[config.mk]
export PLATFORM = sky130hd
export DESIGN_NAME = spi_regslave
export DESIGN_NICKNAME = d
export VERILOG_FILES = /design/src/rtl/spi_rs_pkg.sv /design/src/rtl/spi_rs_sync.sv /design/src/rtl/spi_rs_engine.sv /design/src/rtl/spi_rs_bank.sv /design/src/rtl/spi_regslave.sv
export SDC_FILE = /design/constraint.sdc
export NUM_CORES = 1
export LEC_CHECK = 0
export ABC_CLOCK_PERIOD_IN_PS = 3500
export BUFFER_PORTS_ARGS = -buffer_cell sky130_fd_sc_hd__buf_2
export CAP_MARGIN = 20
export CORE_ASPECT_RATIO = 1.2
export CORE_MARGIN = 2
export CORE_UTILIZATION = 55
export CTS_BUF_LIST = sky130_fd_sc_hd__clkbuf_8
export DETAILED_ROUTE_END_ITERATION = 7
export PLACE_DENSITY = 0.77
export SLEW_MARGIN = 20
export SYNTH_ARGS = -nofsm -noshare
export SYNTH_HDL_FRONTEND = slang
export SYNTH_SLANG_ARGS = --single-unit
[constraint.sdc]
create_clock -name clk -period 3.5 [get_ports clk]
set_input_delay 0.7 -clock clk [delete_from_list [all_inputs] [get_ports clk]]
set_output_delay 0.7 -clock clk [all_outputs]
set_load 0.05 [all_outputs]
[src/rtl/spi_rs_pkg.sv]
package spi_rs_pkg;

  localparam int INSTR_BITS = 16;
  localparam int BYTE_BITS  = 8;
  localparam int ADDR_W     = 10;

  // register 0 bit positions; the pairing is part of the behaviour
  localparam int CFG_SRST_HI = 7;
  localparam int CFG_3W_HI   = 6;
  localparam int CFG_LSB_HI  = 5;
  localparam int CFG_LSB_LO  = 2;
  localparam int CFG_3W_LO   = 1;
  localparam int CFG_SRST_LO = 0;

  typedef enum logic {
    PH_INSTR = 1'b0,
    PH_DATA  = 1'b1
  } spi_phase_e;

  // fold a written value onto its mirror image; the middle bits hold nothing
  function automatic logic [7:0] cfg_fold(input logic [7:0] w);
    logic [7:0] r;
    for (int i = 0; i < 8; i++) r[i] = w[i] | w[7-i];
    r[4] = 1'b0;
    r[3] = 1'b0;
    return r;
  endfunction

  function automatic logic [7:0] reg_default(input int idx);
    return 8'((idx * 29 + 3) % 256);
  endfunction

endpackage

[src/rtl/spi_rs_sync.sv]
module spi_rs_sync #(
  parameter int              STAGES  = 2,
  parameter int              WIDTH   = 3,
  parameter logic [WIDTH-1:0] RST_VAL = '0
) (
  input  logic             clk,
  input  logic             rst_n,
  input  logic [WIDTH-1:0] d,
  output logic [WIDTH-1:0] q
);

  logic [WIDTH-1:0] stage_q [STAGES];

  always_ff @(posedge clk or negedge rst_n) begin
    if (!rst_n) begin
      for (int i = 0; i < STAGES; i++) stage_q[i] <= RST_VAL;
    end else begin
      stage_q[0] <= d;
      for (int i = 1; i < STAGES; i++) stage_q[i] <= stage_q[i-1];
    end
  end

  assign q = stage_q[STAGES-1];

endmodule

[src/rtl/spi_rs_engine.sv]
module spi_rs_engine
  import spi_rs_pkg::*;
(
  input  logic              clk,
  input  logic              rst_n,
  input  logic              active,
  input  logic              sclk_rise,
  input  logic              sclk_fall,
  input  logic              sdi,
  input  logic              lsb_first,
  input  logic [7:0]        rd_data,
  output logic [ADDR_W-1:0] rd_addr,
  output logic              wr_valid,
  output logic [ADDR_W-1:0] wr_addr,
  output logic [7:0]        wr_data,
  output logic              at_boundary,
  output logic              rd_phase,
  output logic              dout
);

  localparam logic [3:0] LAST_INSTR = 4'(INSTR_BITS - 1);
  localparam logic [3:0] LAST_DATA  = 4'(BYTE_BITS - 1);

  spi_phase_e        phase_q;
  logic [3:0]        cnt_q;
  logic [15:0]       instr_q;
  logic [7:0]        rx_q;
  logic [7:0]        tx_q;
  logic [2:0]        left_q;
  logic [ADDR_W-1:0] addr_q;
  logic              is_wr_q;
  logic              dout_q;
  logic              wr_valid_q;
  logic [ADDR_W-1:0] wr_addr_q;
  logic [7:0]        wr_data_q;

  logic [15:0]       instr_nx;
  logic [7:0]        rx_nx;
  logic [ADDR_W-1:0] addr_step;
  logic [2:0]        tx_sel;

  always_comb begin
    instr_nx  = lsb_first ? {sdi, instr_q[15:1]} : {instr_q[14:0], sdi};
    rx_nx     = lsb_first ? {sdi, rx_q[7:1]}     : {rx_q[6:0], sdi};
    addr_step = lsb_first ? addr_q + ADDR_W'(1)  : addr_q - ADDR_W'(1);
    rd_addr   = (phase_q == PH_INSTR) ? instr_nx[ADDR_W-1:0] : addr_step;
    tx_sel    = lsb_first ? cnt_q[2:0] : 3'd7 - cnt_q[2:0];
  end

  always_ff @(posedge clk or negedge rst_n) begin
    if (!rst_n) begin
      phase_q    <= PH_INSTR;
      cnt_q      <= '0;
      instr_q    <= '0;
      rx_q       <= '0;
      tx_q       <= '0;
      left_q     <= '0;
      addr_q     <= '0;
      is_wr_q    <= 1'b0;
      dout_q     <= 1'b0;
      wr_valid_q <= 1'b0;
      wr_addr_q  <= '0;
      wr_data_q  <= '0;
    end else begin
      wr_valid_q <= 1'b0;
      if (active && sclk_fall) begin
        if (phase_q == PH_INSTR) begin
          instr_q <= instr_nx;
          if (cnt_q == LAST_INSTR) begin
            phase_q <= PH_DATA;
            cnt_q   <= '0;
            is_wr_q <= instr_nx[15];
            left_q  <= instr_nx[14:12];
            addr_q  <= instr_nx[ADDR_W-1:0];
            tx_q    <= rd_data;
          end else begin
            cnt_q <= cnt_q + 4'd1;
          end
        end else begin
          rx_q <= rx_nx;
          if (cnt_q == LAST_DATA) begin
            cnt_q <= '0;
            if (is_wr_q) begin
              wr_valid_q <= 1'b1;
              wr_addr_q  <= addr_q;
              wr_data_q  <= rx_nx;
            end
            if (left_q == 3'd0) begin
              phase_q <= PH_INSTR;
            end else begin
              left_q <= left_q - 3'd1;
              addr_q <= addr_step;
              tx_q   <= rd_data;
            end
          end else begin
            cnt_q <= cnt_q + 4'd1;
          end
        end
      end
      if (active && sclk_rise && phase_q == PH_DATA && !is_wr_q) begin
        dout_q <= tx_q[tx_sel];
      end
    end
  end

  assign wr_valid    = wr_valid_q;
  assign wr_addr     = wr_addr_q;
  assign wr_data     = wr_data_q;
  assign at_boundary = (phase_q == PH_INSTR) && (cnt_q == 4'd0);
  assign rd_phase    = (phase_q == PH_DATA) && !is_wr_q;
  assign dout        = dout_q;

endmodule

[src/rtl/spi_rs_bank.sv]
module spi_rs_bank
  import spi_rs_pkg::*;
#(
  parameter int NUM_REGS = 16
) (
  input  logic                  clk,
  input  logic                  rst_n,
  input  logic                  wr_valid,
  input  logic [ADDR_W-1:0]     wr_addr,
  input  logic [7:0]            wr_data,
  input  logic [ADDR_W-1:0]     rd_addr,
  output logic [7:0]            rd_data,
  input  logic                  cfg_apply,
  output logic                  act_lsb,
  output logic                  act_3w,
  output logic [NUM_REGS*8-1:0] regs_flat
);

  logic [7:0] cfg_q;
  logic       soft_q;
  logic       act_lsb_q;
  logic       act_3w_q;

  assign soft_q = cfg_q[CFG_SRST_HI];

  always_ff @(posedge clk or negedge rst_n) begin
    if (!rst_n) begin
      cfg_q     <= '0;
      act_lsb_q <= 1'b0;
      act_3w_q  <= 1'b0;
    end else begin
      if (wr_valid && wr_addr == '0) cfg_q <= cfg_fold(wr_data);
      if (cfg_apply) begin
        act_lsb_q <= cfg_q[CFG_LSB_LO];
        act_3w_q  <= cfg_q[CFG_3W_LO];
      end
    end
  end

  assign regs_flat[7:0] = cfg_q;

  for (genvar g = 1; g < NUM_REGS; g++) begin : g_reg
    logic [7:0] r_q;
    always_ff @(posedge clk or negedge rst_n) begin
      if (!rst_n)                                   r_q <= reg_default(g);
      else if (soft_q)                              r_q <= reg_default(g);
      else if (wr_valid && wr_addr == ADDR_W'(g))   r_q <= wr_data;
    end
    assign regs_flat[8*g +: 8] = r_q;
  end

  always_comb begin
    rd_data = '0;
    if (int'(rd_addr) < NUM_REGS) rd_data = regs_flat[int'(rd_addr)*8 +: 8];
  end

  assign act_lsb = act_lsb_q;
  assign act_3w  = act_3w_q;

endmodule

[src/rtl/spi_regslave.sv]
module spi_regslave
  import spi_rs_pkg::*;
#(
  parameter int NUM_REGS    = 16,
  parameter int SYNC_STAGES = 2
) (
  input  logic                  clk,
  input  logic                  rst_n,
  input  logic                  spi_sclk,
  input  logic                  spi_csn,
  input  logic                  spi_sdi,
  output logic                  spi_sdo,
  output logic                  spi_sdo_oe,
  output logic                  spi_sdio_out,
  output logic                  spi_sdio_oe,
  output logic [NUM_REGS*8-1:0] regs_o
);

  logic [2:0]        pins_s;
  logic              sclk_s, csn_s, sdi_s;
  logic              sclk_d, csn_d;
  logic              sclk_rise, sclk_fall, csn_rise;
  logic              cfg_apply;
  logic              act_lsb, act_3w;
  logic              wr_valid;
  logic [ADDR_W-1:0] wr_addr, rd_addr;
  logic [7:0]        wr_data, rd_data;
  logic              at_boundary, rd_phase, dout;
  logic              drive_rd;

  spi_rs_sync #(
    .STAGES (SYNC_STAGES),
    .WIDTH  (3),
    .RST_VAL(3'b010)
  ) u_sync (
    .clk  (clk),
    .rst_n(rst_n),
    .d    ({spi_sclk, spi_csn, spi_sdi}),
    .q    (pins_s)
  );

  assign {sclk_s, csn_s, sdi_s} = pins_s;

  always_ff @(posedge clk or negedge rst_n) begin
    if (!rst_n) begin
      sclk_d <= 1'b0;
      csn_d  <= 1'b1;
    end else begin
      sclk_d <= sclk_s;
      csn_d  <= csn_s;
    end
  end

  assign sclk_rise = sclk_s & ~sclk_d;
  assign sclk_fall = ~sclk_s & sclk_d;
  assign csn_rise  = csn_s & ~csn_d;
  assign cfg_apply = csn_rise & at_boundary;

  spi_rs_engine u_engine (
    .clk        (clk),
    .rst_n      (rst_n),
    .active     (~csn_s),
    .sclk_rise  (sclk_rise),
    .sclk_fall  (sclk_fall),
    .sdi        (sdi_s),
    .lsb_first  (act_lsb),
    .rd_data    (rd_data),
    .rd_addr    (rd_addr),
    .wr_valid   (wr_valid),
    .wr_addr    (wr_addr),
    .wr_data    (wr_data),
    .at_boundary(at_boundary),
    .rd_phase   (rd_phase),
    .dout       (dout)
  );

  spi_rs_bank #(.NUM_REGS(NUM_REGS)) u_bank (
    .clk      (clk),
    .rst_n    (rst_n),
    .wr_valid (wr_valid),
    .wr_addr  (wr_addr),
    .wr_data  (wr_data),
    .rd_addr  (rd_addr),
    .rd_data  (rd_data),
    .cfg_apply(cfg_apply),
    .act_lsb  (act_lsb),
    .act_3w   (act_3w),
    .regs_flat(regs_o)
  );

  assign drive_rd     = ~spi_csn & rd_phase;
  assign spi_sdo      = dout;
  assign spi_sdio_out = dout;
  assign spi_sdo_oe   = drive_rd & ~act_3w;
  assign spi_sdio_oe  = drive_rd & act_3w;

endmodule

=== After elaboration in Yosys (flattened, before gate mapping) ===
Index checks and enable logic that the tools add are counted.
W data, S select, Z words.

* Register bits: 207
* Input port bits: 5
* Output and inout port bits: 132

* Add/subtract/negate cells: 5
* $lt $le $gt $ge: 2
* Equal/unequal tests: 19
* Shift operators: 1
* Mux-type cells: 61
* Bitwise gates (word level): 17
* Reduce and logical (&&, ||, !) cells: 47

{| class="wikitable"
|+ Operators with widths
! kind !! number
|-
| $mux W8 || 36
|-
| $shiftx A128 B14 Y8 || 1
|-
| $eq A10 B4 Y1 const B || 8
|-
| $mux W10 || 6
|-
| $eq A10 B3 Y1 const B || 4
|-
| $reduce_bool A2 Y1 || 16
|-
| $logic_and A1 B1 Y1 || 22
|-
| $eq A10 B2 Y1 const B || 2
|-
| $mux W16 || 1
|-
| $mux W3 || 5
|-
| $mux W4 || 3
|-
| $add A10 B1 Y10 const B || 1
|-
| $eq A10 B1 Y1 const B || 1
|-
| $logic_not A10 Y1 || 1
|-
| $lt A10 B5 Y1 const B || 1
|-
| $sub A10 B1 Y10 const B || 1
|-
| $mux W1 || 9
|-
| $reduce_and A4 Y1 || 2
|-
| $and A1 B1 Y1 || 7
|-
| $not A1 Y1 || 7
|-
| $add A4 B1 Y4 const B || 1
|-
| $eq A4 B3 Y1 const B || 1
|-
| $eq A4 B4 Y1 const B || 1
|-
| $logic_not A4 Y1 || 1
|-
| 10 further kinds || 14
|}

=== Depth between registers and ports, before layout ===
Gate-level depths: netlist of the first run.

* Word-level depth: 8
* Mapped depth: 12
* Mapped depth without buffers: 9

=== Hierarchy ===
From an unflattened synthesis of the first run, not the netlist that was laid out.

* Cells, all modules: 966
* Area, all modules: 10669.0 sq um

{| class="wikitable"
|+ Modules (own cells, without submodules)
! module !! times used !! cells an instance !! area an instance (sq um) !! seq. area each (sq um)
|-
| spi_rs_bank || 1 || 583 || 6622.6 || 3203.1
|-
| spi_rs_engine || 1 || 365 || 3766.1 || 1776.7
|-
| spi_rs_sync || 1 || 9 || 175.2 || 152.6
|-
| spi_regslave || 1 || 9 || 105.1 || 51.3
|}

=== Worst setup path before layout of the first run ===
Ideal clock, no wire load.

* Kind: flip-flop to flip-flop
* Start point: reg u_bank.act_lsb_q, in the netlist u_bank.act_lsb
* End point: reg u_engine.tx_q[4]
* Data arrival time: 3.036 ns
* Path slack: 0.343 ns
* Cell stages (with the launch flop): 12
* Path buffers: 3
* Clock period less this slack: 3.157 ns
* Cell sequence: dfrtp_1 > buf_4 > buf_2 > inv_1 > fa_1 > xnor2_1 > mux2i_2 > buf_6 > mux4_2 > a211oi_1 > a21oi_1 > a32o_1

* Cells in the longest elaborated chain, start to end: 7

{| class="wikitable"
|+ Ends and longest elaborated chain
! what !! RTL line !! RTL
|-
| start: declaration || spi_rs_bank.sv:21 || <nowiki>logic act_lsb_q;</nowiki>
|-
| start signal: assignment || spi_rs_bank.sv:34 || <nowiki>act_lsb_q <= cfg_q[CFG_LSB_LO];</nowiki>
|-
| $mux W16 or $mux W10 (tied branches) || spi_rs_engine.sv:43, spi_rs_engine.sv:45 ||
|-
| $mux W10 * || spi_rs_engine.sv:46 || <nowiki>rd_addr = (phase_q == PH_INSTR) ? instr_nx[ADDR_W-1:0] : addr_step;</nowiki>
|-
| $shiftx A128 B14 Y8 or $lt A10 B5 Y1 (tied branches) || spi_rs_bank.sv:54 || <nowiki>if (int'(rd_addr) < NUM_REGS) rd_data = regs_flat[int'(rd_addr)*8 +: 8];</nowiki>
|-
| $mux W8 * || spi_rs_bank.sv:54 ||
|-
| $mux W8 || spi_rs_engine.sv:88 || <nowiki>if (left_q == 3'd0) begin</nowiki>
|-
| $mux W8 || spi_rs_engine.sv:81 || <nowiki>if (cnt_q == LAST_DATA) begin</nowiki>
|-
| $mux W8 * || spi_rs_engine.sv:67 || <nowiki>if (phase_q == PH_INSTR) begin</nowiki>
|-
| end signal: assignment || spi_rs_engine.sv:75 || <nowiki>tx_q <= rd_data;</nowiki>
|-
| end signal: assignment || spi_rs_engine.sv:93 || <nowiki>tx_q <= rd_data;</nowiki>
|-
| end: declaration || spi_rs_engine.sv:28 || <nowiki>logic [7:0] tx_q;</nowiki>
|}

Mark *: on every way between the ends. The rest lies on a longest branch, timed or not. The select of a mux whose other input is x is not followed.
A chain may end at the register's enable or synchronous reset.

=== Final worst setup path of the first run ===
* Start point: reg u_bank.act_lsb_q, in the netlist u_bank.act_lsb
* End point: reg u_engine.tx_q[1]

The elaborated chain is that of the path after synthesis.

==> flow_summary.ini, run 1 <==
[place]
io_buffers = 134
gp_congestion = 0.930
dpl.hpwl_um = 19500
place_area_mm2 = 0.0113

[cells_and_area]
nNetsFinal = 1120
drive_above_1_share = 0.287
diodes = 0
layout_commonest_cell = nor2_1
final_cell_mix = nor2_1, dfrtp_1, buf_2
areaGrowthSynthToFinish_pct = 15.4
stdcell_area_mm2 = 0.0121

[timing]
finalSetupViolCount = 0
setup_tns_ns = 0
hold_violations = 0
holdWs_ns = 0.242
tightest_slew_ns = 0.965
skew_ns = 0.0247
slew_violations = 0
rsz0062_at_grt = false
relSlewSlack = 0.354
fmax_mhz = 326
finalCritPeriodShare = 0.877
final.min_clock_period_ns = 3.07

[clock_network]
cts_made_buffers = 34
post_cts_resized = 0
clk_latency_ns = 0.53
clock_sinks = 204
post-cts-setup-buffer-count = 0
cts_hold_buffers = 0
htreeDepth = 2
cts_root_buf = clkbuf_8
ctsLongestPathBuffers = 3
cts.reportedPaths.clkPinSlew_ns = 0.06
cts_tree = done

[critical_path]
r2r_setup_slack_ns = 0.43
critPathMaxFanout = 9
end_kind = flop
worstSetupPathType = reg -> reg
start_kind = flop
critical_path_required_ns = 3.95
critical_path_arrival_ns = 3.52

[yosys]
ys.warnings.count = 0
synth_enable_flop_cells = 0
synth_area_per_cell_um2 = 10.7
synth_ff_type = dfrtp_1
synth_top_family_by_area = multiplexers
ys_ff_latch = 204
synthMuxAreaShare = 0.165
synthArstFlopShare = 1.00
synth.distinct_cells = 69
synth_compound_area_frac = 0.145
yosys.area_share.adder = 0.0162
netlist_instances = 981
yosysSeqAreaShare = 0.495
synth-xor-area-share = 0.00502
synth-simple-area-share = 0.132
synthesis.area_mm2 = 0.0105

[routing]
topRoutingLayerUsed = met4
routed-wl-met2_um = 14100
firstDrtPassIters = 5
drc_errors = 0
wl_per_cell_um = 20.6
vias = 8299
drt-met1-wl_um = 11600
totalWireLength_um = 28500
wl_met3_um = 1700
first_iter_violations = 737
viasPerCell = 6.00
ant_nets = 0

[status]
outcome = complete, no violations

[hold_path]
hold_path.class = in -> async

[floorplanning]
core_mm2 = 0.0188
design.portCount = 137
initial_utilization = 0.558
dieArea_mm2 = 0.0202
die_height_um = 155
num_rows = 55
die_w_um = 130

[power]
p_per_area_mw_per_mm2 = 459
fin_total_pwr_w = 0.00556
vdd_ir_drop_max_mv = 0.300
leakagePower_nw = 6.14

[global_routing]
grt_usage = 0.287
grt_pass1_wl_um = 44800
overflow = 0
grt_max_degree = 86
grt_pass1_vias = 8207
antenna_found_initial = 0

[job]
drv_cap = 0
layout make-up:
type,count,area (µm²)
Clock buffer,42,578
Clock inverter,20,165
Fill cell,1471,6690
Inverter,18,67.6
Multi-Input combinational cell,683,4880
Sequential cell,204,5190
Tap cell,256,320
Timing Repair Buffer,161,895
synth_stat cells (4+ instances only):
cell	count	area (µm²)
inv_1	18	67.6
nor2b_1	53	332
a22oi_1	7	52.6
mux4_2	6	135
buf_4	9	67.6
nor2_1	146	548
nand2_1	51	191
a211o_1	63	552
a32o_1	8	80.1
mux2i_1	107	1070
mux2_1	11	124
a211oi_1	8	60.1
o22ai_1	6	37.5
clkbuf_1	48	180
buf_1	8	30.0
dfstp_2	63	1660
buf_6	4	45.0
o31ai_1	6	45.0
dfrtp_1	141	3530
ha_1	12	150
o21ai_0	29	145
a21oi_1	44	220
o221ai_1	6	52.6
buf_2	8	40.0
nor3_1	7	35.0
mux2_2	30	338
nand3_1	7	35.0
nand3b_1	4	30.0
o211ai_1	4	30.0
per-stage QoR:
stage               utilization  setup slack (ns)  instances
floorplan                     -             0.343        982
global placement          0.604             0.539       1322
detailed placement        0.604             0.460       1322
CTS                       0.644             0.429       1384
global route              0.644             0.191       1384
finish                    0.644             0.430       1384
power by group:
| part | switching, W | internal (W) |
|---|---|---|
| clock network | 0.000972 | 0.00131 |
| logic | 0.000424 | 0.000268 |
| registers | 0.000121 | 0.00246 |
| total | 0.00152 | 0.00404 |
cells by family after synthesis:
family          Yosys count
simple gates            295
buf+inv                  95
flops                   204
fa+ha+maj                13
compound gates          209
other cells               1
mux                     158
xor+xnor                  6
state kept, by name, indices dropped and copies added (netlist names), 3 cells and up:
name              count
u_bank.g.r_q        120
u_engine.instr_q     16
u_engine.addr_q      10
u_engine.wr_addr     10
u_engine.rx_q         8
u_engine.tx_q         8
u_engine.wr_data      8
u_engine.cnt_q        4
u_bank.cfg_q          3
u_engine.left_q       3
u_sync.q              3
u_sync.stage_q        3
metal layers:
layer  up-vias  track usage
met5         -            0
met4         0        0.126
met3        73       0.0464
met2       325        0.461
met1      4157        0.385
li1       3744            -
path summary, 6_finish.rpt:
check | from | endpoint | cells after the start
setup / recovery | u_bank.act_lsb$_DFFE_PN0P_ | u_engine.tx_q[1]$_DFFE_PN0P_ | 10
hold / removal | rst_n | u_bank.g_reg[7].r_q[4]$_DFFE_PN0P_ | 1
setup reg to reg | u_bank.act_lsb$_DFFE_PN0P_ | u_engine.tx_q[1]$_DFFE_PN0P_ | 10
hold reg to reg | u_sync.stage_q[5]$_DFF_PN0_ | u_sync.q[2]$_DFF_PN0_ | 0
max in group asynchronous | rst_n | u_sync.stage_q[4]$_DFF_PN1_ | 2
min in group clk | spi_sdi | u_sync.stage_q[3]$_DFF_PN0_ | 1
critical path, cell delays in order, from the launching register on:
cell	delay, ns
dfrtp_1	0.38
inv_1	0.20
buf_4	0.21
ha_1	0.26
a211oi_2	0.24
o21bai_1	0.11
a211o_1	0.33
a31oi_4	0.39
nand2_2	0.11
nor4b_4	0.51
a32o_1	0.26
Power figures use the tool's default switching activity.
==> run 2, diff against run 1 <==
--- a/config.mk
+++ b/config.mk
@@ -10,10 +10,10 @@
 export CAP_MARGIN = 20
 export CORE_ASPECT_RATIO = 1.2
 export CORE_MARGIN = 2
-export CORE_UTILIZATION = 55
+export CORE_UTILIZATION = 60
 export CTS_BUF_LIST = sky130_fd_sc_hd__clkbuf_8
 export DETAILED_ROUTE_END_ITERATION = 7
-export PLACE_DENSITY = 0.77
+export PLACE_DENSITY = 0.82
 export SLEW_MARGIN = 20
 export SYNTH_ARGS = -nofsm -noshare
 export SYNTH_HDL_FRONTEND = slang
==> flow_summary.ini, run 2 (same netlist as run 1, synthesis figures left out) <==
[power]
p_per_area_mw_per_mm2 = 450
pwr-share-clk = 0.396
switchingPower_w = 0.00149
seq_power_share = 0.478
switching_share = 0.276
leakagePower_nw = 6.11
vdd_ir_drop_max_mv = 0.305
p_comb_frac = 0.126
p_int_w = 0.00391

[timing]
relSlewSlack = 0.264
finalCritPeriodShare = 0.848
tightest_slew_ns = 1.10
fmax_mhz = 337
rsz0062_at_grt = false
final.min_clock_period_ns = 2.97
skew_ns = 0.0305
hold_violations = 0
holdWs_ns = 0.283
finalSetupViolCount = 0
slew_violations = 0
timing.final.ws_setup_ns = 0.532
setup_tns_ns = 0

[routing]
totalWireLength_um = 28700
viasPerCell = 6.33
drc_errors = 0
wl_per_cell_um = 21.4
vias = 8473
ant_nets = 0
firstDrtPassIters = 6
first_iter_violations = 892

[clock_network]
cts_hold_buffers = 0
cts.reportedPaths.clkPinSlew_ns = 0.06
cts_root_buf = clkbuf_8
clock_sinks = 204
post-cts-setup-buffer-count = 0
htreeDepth = 2
ctsLongestPathBuffers = 3
cts_tree = done
clk_latency_ns = 0.53
post_cts_resized = 0
cts_made_buffers = 34

[floorplanning]
design.portCount = 137
die_w_um = 125
initial_utilization = 0.617
num_rows = 52
die_height_um = 149
dieArea_mm2 = 0.0185
core_mm2 = 0.0170

[global_routing]
grt_pass1_vias = 8249
grt_pass1_wl_um = 44700
grt_max_degree = 101
grt_usage = 0.305
antenna_found_initial = 0
overflow = 0

[critical_path]
critical_path_arrival_ns = 3.41
worstSetupPathType = reg -> reg
start_kind = flop
critical_path_required_ns = 3.94
end_kind = flop
critPathMaxFanout = 11

[cells_and_area]
fillers = 1248
multi_input_area_mm2 = 0.00488
instances_no_fill = 1339
drive_above_1_share = 0.286
top_register = u_bank.g.r_q
areaGrowthSynthToFinish_pct = 14.4
layout_commonest_cell = nor2_1
final_cell_mix = nor2_1, dfrtp_1, buf_2
seqCellArea_mm2 = 0.00519
largest_reg_flops = 120
nNetsFinal = 1116
diodes = 0
reg_top3 = u_bank.g.r_q x120, u_engine.instr_q x16

[place]
placed_cells = 1278
pre_cts_ws_ns = 0.592
io_buffers = 134
gp_congestion = 0.960
dpl.hpwl_um = 19800

[job]
drv_cap = 0

[hold_path]
hold_path.class = in -> reg

[status]
outcome = complete, no violations
[run 2: cell types whose count changed in the layout (fill, tap and decap cells not counted)]
cell / before / now
clkbuf_8: 43 / 44
buf_4: 26 / 20
bufinv_16: 3 / 1
buf_12: 1 / 3
clkinv_2: 0 / 3
inv_1: 33 / 31
inv_8: 1 / 0
[run 2: final cells by class]
| class | instances | share of cell area |
|---|---|---|
| Multi-Input combinational cell | 683 | 0.407 |
| Clock buffer | 43 | 0.0494 |
| Tap cell | 216 | 0.0225 |
| Inverter | 18 | 0.00564 |
| Clock inverter | 18 | 0.00845 |
| Sequential cell | 204 | 0.433 |
| Timing Repair Buffer | 157 | 0.0742 |
[run 2: path summary, 6_finish.rpt]
path                                        startpoint                             endpoint  slack [ns]  depth (start not counted)
setup / recovery            u_bank.act_lsb$_DFFE_PN0P_         u_engine.tx_q[4]$_DFFE_PN0P_        0.53                         10
hold / removal                                 spi_sdi          u_sync.stage_q[3]$_DFF_PN0_        0.28                          1
setup reg to reg            u_bank.act_lsb$_DFFE_PN0P_         u_engine.tx_q[4]$_DFFE_PN0P_        0.53                         10
hold reg to reg            u_sync.stage_q[5]$_DFF_PN0_                u_sync.q[2]$_DFF_PN0_        0.35                          0
max in group asynchronous                        rst_n  u_bank.g_reg[15].r_q[5]$_DFFE_PN1P_        2.26                          2
min in group asynchronous                        rst_n   u_bank.g_reg[3].r_q[2]$_DFFE_PN0P_        0.29                          1
[run 2: per-layer routing]
layer | up-vias | routed length (µm) | GRT usage
li1 | 3734 | - | -
met1 | 4225 | 11000 | 0.387
met2 | 413 | 14200 | 0.510
met3 | 101 | 2080 | 0.0560
met4 | 0 | 1370 | 0.148
met5 | - | 0 | 0
[run 2: power by group through the flow]
| stage | Clock, W | Sequential [W] | Combinational (W) |
|---|---|---|---|
| floorplan | 0 | 0.00255 | 0.000553 |
| global placement | 0 | 0.00261 | 0.000662 |
| detailed placement | 0 | 0.00262 | 0.000678 |
| CTS | 0.00216 | 0.00258 | 0.000680 |
| global route | 0.00227 | 0.00259 | 0.000759 |
| finish | 0.00214 | 0.00258 | 0.000682 |
[run 2: per-stage QoR]
stage	utilization	instance area, µm²	total power [W]
3_3_place_gp	0.665	11300	0.00327
2_1_floorplan	-	10500	0.00310
3_5_place_dp	0.665	11300	0.00329
4_1_cts	0.706	12000	0.00542
5_1_grt	0.706	12000	0.00562
6_report	0.706	12000	0.00540
[run 2: critical path, cell delays in order, from the launching register on]
cell	delay [ns]
dfrtp_1	0.37
inv_1	0.10
buf_4	0.21
ha_1	0.28
a211oi_2	0.25
o21bai_1	0.11
a211o_1	0.33
a31oi_4	0.39
nand2_2	0.11
nor4b_4	0.50
a32o_1	0.24
==> run 3, diff against run 2 <==
--- a/config.mk
+++ b/config.mk
@@ -5,15 +5,16 @@
 export SDC_FILE = /design/constraint.sdc
 export NUM_CORES = 1
 export LEC_CHECK = 0
-export ABC_CLOCK_PERIOD_IN_PS = 3500
+export ABC_AREA = 1
+export ABC_CLOCK_PERIOD_IN_PS = 2400
 export BUFFER_PORTS_ARGS = -buffer_cell sky130_fd_sc_hd__buf_2
 export CAP_MARGIN = 20
 export CORE_ASPECT_RATIO = 1.2
 export CORE_MARGIN = 2
-export CORE_UTILIZATION = 60
+export CORE_UTILIZATION = 54
 export CTS_BUF_LIST = sky130_fd_sc_hd__clkbuf_8
 export DETAILED_ROUTE_END_ITERATION = 7
-export PLACE_DENSITY = 0.82
+export PLACE_DENSITY = 0.78
 export SLEW_MARGIN = 20
 export SYNTH_ARGS = -nofsm -noshare
 export SYNTH_HDL_FRONTEND = slang
==> constraint.sdc (replaced) <==
create_clock -name clk -period 2.4 [get_ports clk]
set_input_delay 0.48 -clock clk [delete_from_list [all_inputs] [get_ports clk]]
set_output_delay 0.48 -clock clk [all_outputs]
set_load 0.05 [all_outputs]
==> flow_summary.ini, run 3 <==
[place]
io_buffers = 134
pre_cts_ws_ns = 0.0748
dpl.hpwl_um = 23400
place_area_mm2 = 0.0114
gp_congestion = 0.917

[routing]
first_iter_violations = 590
wl_per_cell_um = 18.6
ant_nets = 0
totalWireLength_um = 32500
drc_errors = 0
viasPerCell = 5.50
vias = 9612
firstDrtPassIters = 5

[yosys]
synth_area_leader_cell = dfrtp_1
yosysSeqAreaShare = 0.501
yosysTopAreaCellShare = 0.341
synth_ff_type = dfrtp_1
yosys-top-cells-area = dfrtp_1, dfstp_2, nand2_1
synth_most_common_cell = nand2_1
synth_area_per_cell_um2 = 7.94
synth_enable_flop_cells = 0
netlist_instances = 1304
synthArstFlopShare = 1.00
ys_ff_latch = 204
synth_common_cells = nand2_1, o21ai_0, dfrtp_1, inv_1, nand3_1
synth.distinct_cells = 50
synthesis.area_mm2 = 0.0103
ys.warnings.count = 0

[status]
outcome = complete, no violations

[power]
leakagePower_nw = 6.04
p_comb_frac = 0.183
switching_share = 0.303
p_int_w = 0.00565
switchingPower_w = 0.00245
seq_power_share = 0.449
p_per_area_mw_per_mm2 = 655
vdd_ir_drop_max_mv = 0.531
pwr-share-clk = 0.367

[clock_network]
clock_sinks = 204
ctsLongestPathBuffers = 3
cts.reportedPaths.clkPinSlew_ns = 0.07
clk_latency_ns = 0.52
htreeDepth = 2
cts_tree = done
cts_root_buf = clkbuf_8
cts_made_buffers = 34

[global_routing]
grt_usage = 0.321
overflow = 0
grt_pass1_wl_um = 49300
grt_pass1_vias = 9050
grt_max_degree = 61
antenna_found_initial = 0

[floorplanning]
initial_utilization = 0.549
design.portCount = 137
die_height_um = 156
dieArea_mm2 = 0.0203
core_mm2 = 0.0189
num_rows = 55
die_w_um = 130

[hold_path]
hold_path.class = in -> reg

[cells_and_area]
top_register = u_bank.g.r_q
layout_commonest_cell = nand2_1
nNetsFinal = 1486
largest_reg_flops = 120
areaGrowthSynthToFinish_pct = 19.6
diodes = 0
drive_above_1_share = 0.244
stdcell_area_mm2 = 0.0124
postLayoutCoreUtil = 0.656
reg_top3 = u_bank.g.r_q x120, u_engine.instr_q x16
final_cell_mix = nand2_1, o21ai_0, dfrtp_1

[timing]
tightest_slew_ns = 0.715
timing.final.ws_setup_ns = 0.0635
rsz0062_at_grt = true
skew_ns = 0.0235
hold_violations = 0
finalSetupViolCount = 0
finalCritPeriodShare = 0.974
fmax_mhz = 428
final.min_clock_period_ns = 2.34
relSlewSlack = 0.523
slew_violations = 0

[critical_path]
r2r_setup_slack_ns = 0.06
reg2reg_from = u_bank.act_lsb$_DFFE_PN0P_
critPathMaxFanout = 8
crit_end = u_engine.tx_q[5]$_DFFE_PN0P_
reg2reg_to = u_engine.tx_q[5]$_DFFE_PN0P_
reg2regPathDepth = 16
critical_path_required_ns = 2.87
start_kind = flop
setup.worst_path.start = u_bank.act_lsb$_DFFE_PN0P_
worstSetupPathType = reg -> reg
critical_path_arrival_ns = 2.80
end_kind = flop

[job]
drv_cap = 0
## run 3: changes by cell type after synthesis, moves of 25 or more
| cell | previous run | this run |
|---|---|---|
| mux2_2 | 30 | 3 |
| mux2i_1 | 107 | 0 |
| nand3_1 | 7 | 75 |
| a211o_1 | 63 | 0 |
| a21oi_1 | 44 | 19 |
| nand2_1 | 51 | 420 |
| nor2b_1 | 53 | 0 |
| nor2_1 | 146 | 66 |
| inv_1 | 18 | 117 |
| o21ai_0 | 29 | 204 |
## run 3: layer usage
metal / part of all wire / vias up / wire length, µm / track usage
li1: - / 4560 / - / -
met1: 0.40 / 4573 / 13000 / 0.410
met2: 0.49 / 395 / 15900 / 0.534
met3: 0.072 / 84 / 2330 / 0.0628
met4: 0.041 / 0 / 1330 / 0.133
met5: 0 / - / 0 / 0
## run 3: logic make-up (layout without fill, tap and decap cells)
kind of cell	after synthesis	in the layout	synth area share
simple gates	608	608	0.248
flops	204	204	0.501
xor+xnor	6	6	0.00508
mux	3	3	0.00326
compound gates	275	275	0.146
buf+inv	194	382	0.0800
fa+ha+maj	13	13	0.0164
other cells	1	2	0.000362
## run 3: layout make-up
class | count | area [µm²]
repair inverters | 1 | 6.26
clock inverters | 19 | 76.3
repair buffers | 192 | 1250
inverters | 128 | 490
flip-flops and latches | 204 | 5180
well taps | 256 | 320
clock buffers | 42 | 578
fillers | 1691 | 6480
multi-input cells | 907 | 4470
## run 3: worst max-delay path: stages, from the launching register on
cell       delay [ns]
dfrtp_2          0.40
clkinv_4         0.10
fa_2             0.55
inv_2            0.03
nand2_2          0.04
o21ai_2          0.07
inv_2            0.11
buf_6            0.12
clkbuf_16        0.15
o211ai_1         0.08
nand3_1          0.11
nand2_1          0.09
nor2_1           0.12
nor2_1           0.05
nor2_1           0.11
nand2_1          0.07
nand2_1          0.07
## run 3: power groups by stage
stage | Combinational (W) | Sequential [W] | Clock [W]
floorplan | 0.000896 | 0.00366 | 0
global placement | 0.00132 | 0.00369 | 0
detailed placement | 0.00132 | 0.00370 | 0
CTS | 0.00133 | 0.00364 | 0.00300
global route | 0.00164 | 0.00365 | 0.00315
finish | 0.00149 | 0.00364 | 0.00298
## run 3: worst min-delay path by stage
stage / startpoint / to / slack (ns) / cells past startpoint
2_1_floorplan: rst_n / sclk_d$_DFF_PN0_ / 0.18 / 0
3_3_place_gp: u_sync.stage_q[3]$_DFF_PN0_ / u_sync.q[0]$_DFF_PN0_ / 0.34 / 0
3_5_place_dp: u_sync.stage_q[5]$_DFF_PN0_ / u_sync.q[2]$_DFF_PN0_ / 0.34 / 0
4_1_cts: spi_sclk / u_sync.stage_q[5]$_DFF_PN0_ / 0.06 / 1
5_1_grt: spi_sclk / u_sync.stage_q[5]$_DFF_PN0_ / 0.06 / 1
6_report: spi_sdi / u_sync.stage_q[3]$_DFF_PN0_ / 0.07 / 1
## run 3: timing repair
action | in CTS | in global routing
hold endpoints to repair | 51 | 0
hold buffers | 1 | 0
gates cloned | 0 | 4
gates resized for setup | 2 | 32
setup buffers | 0 | 7
setup endpoints to repair | 2 | 11
pin swaps | 1 | 24
## run 3: stage by stage
step,hold WS (ns),setup TNS (ns),total power [W],instances
2_1_floorplan,0.184,0,0.00456,1305
3_3_place_gp,0.338,0,0.00501,1675
3_5_place_dp,0.336,0,0.00502,1676
4_1_cts,0.0559,0,0.00797,1738
5_1_grt,0.0647,-0.229,0.00844,1749
6_report,0.0687,0,0.00810,1749
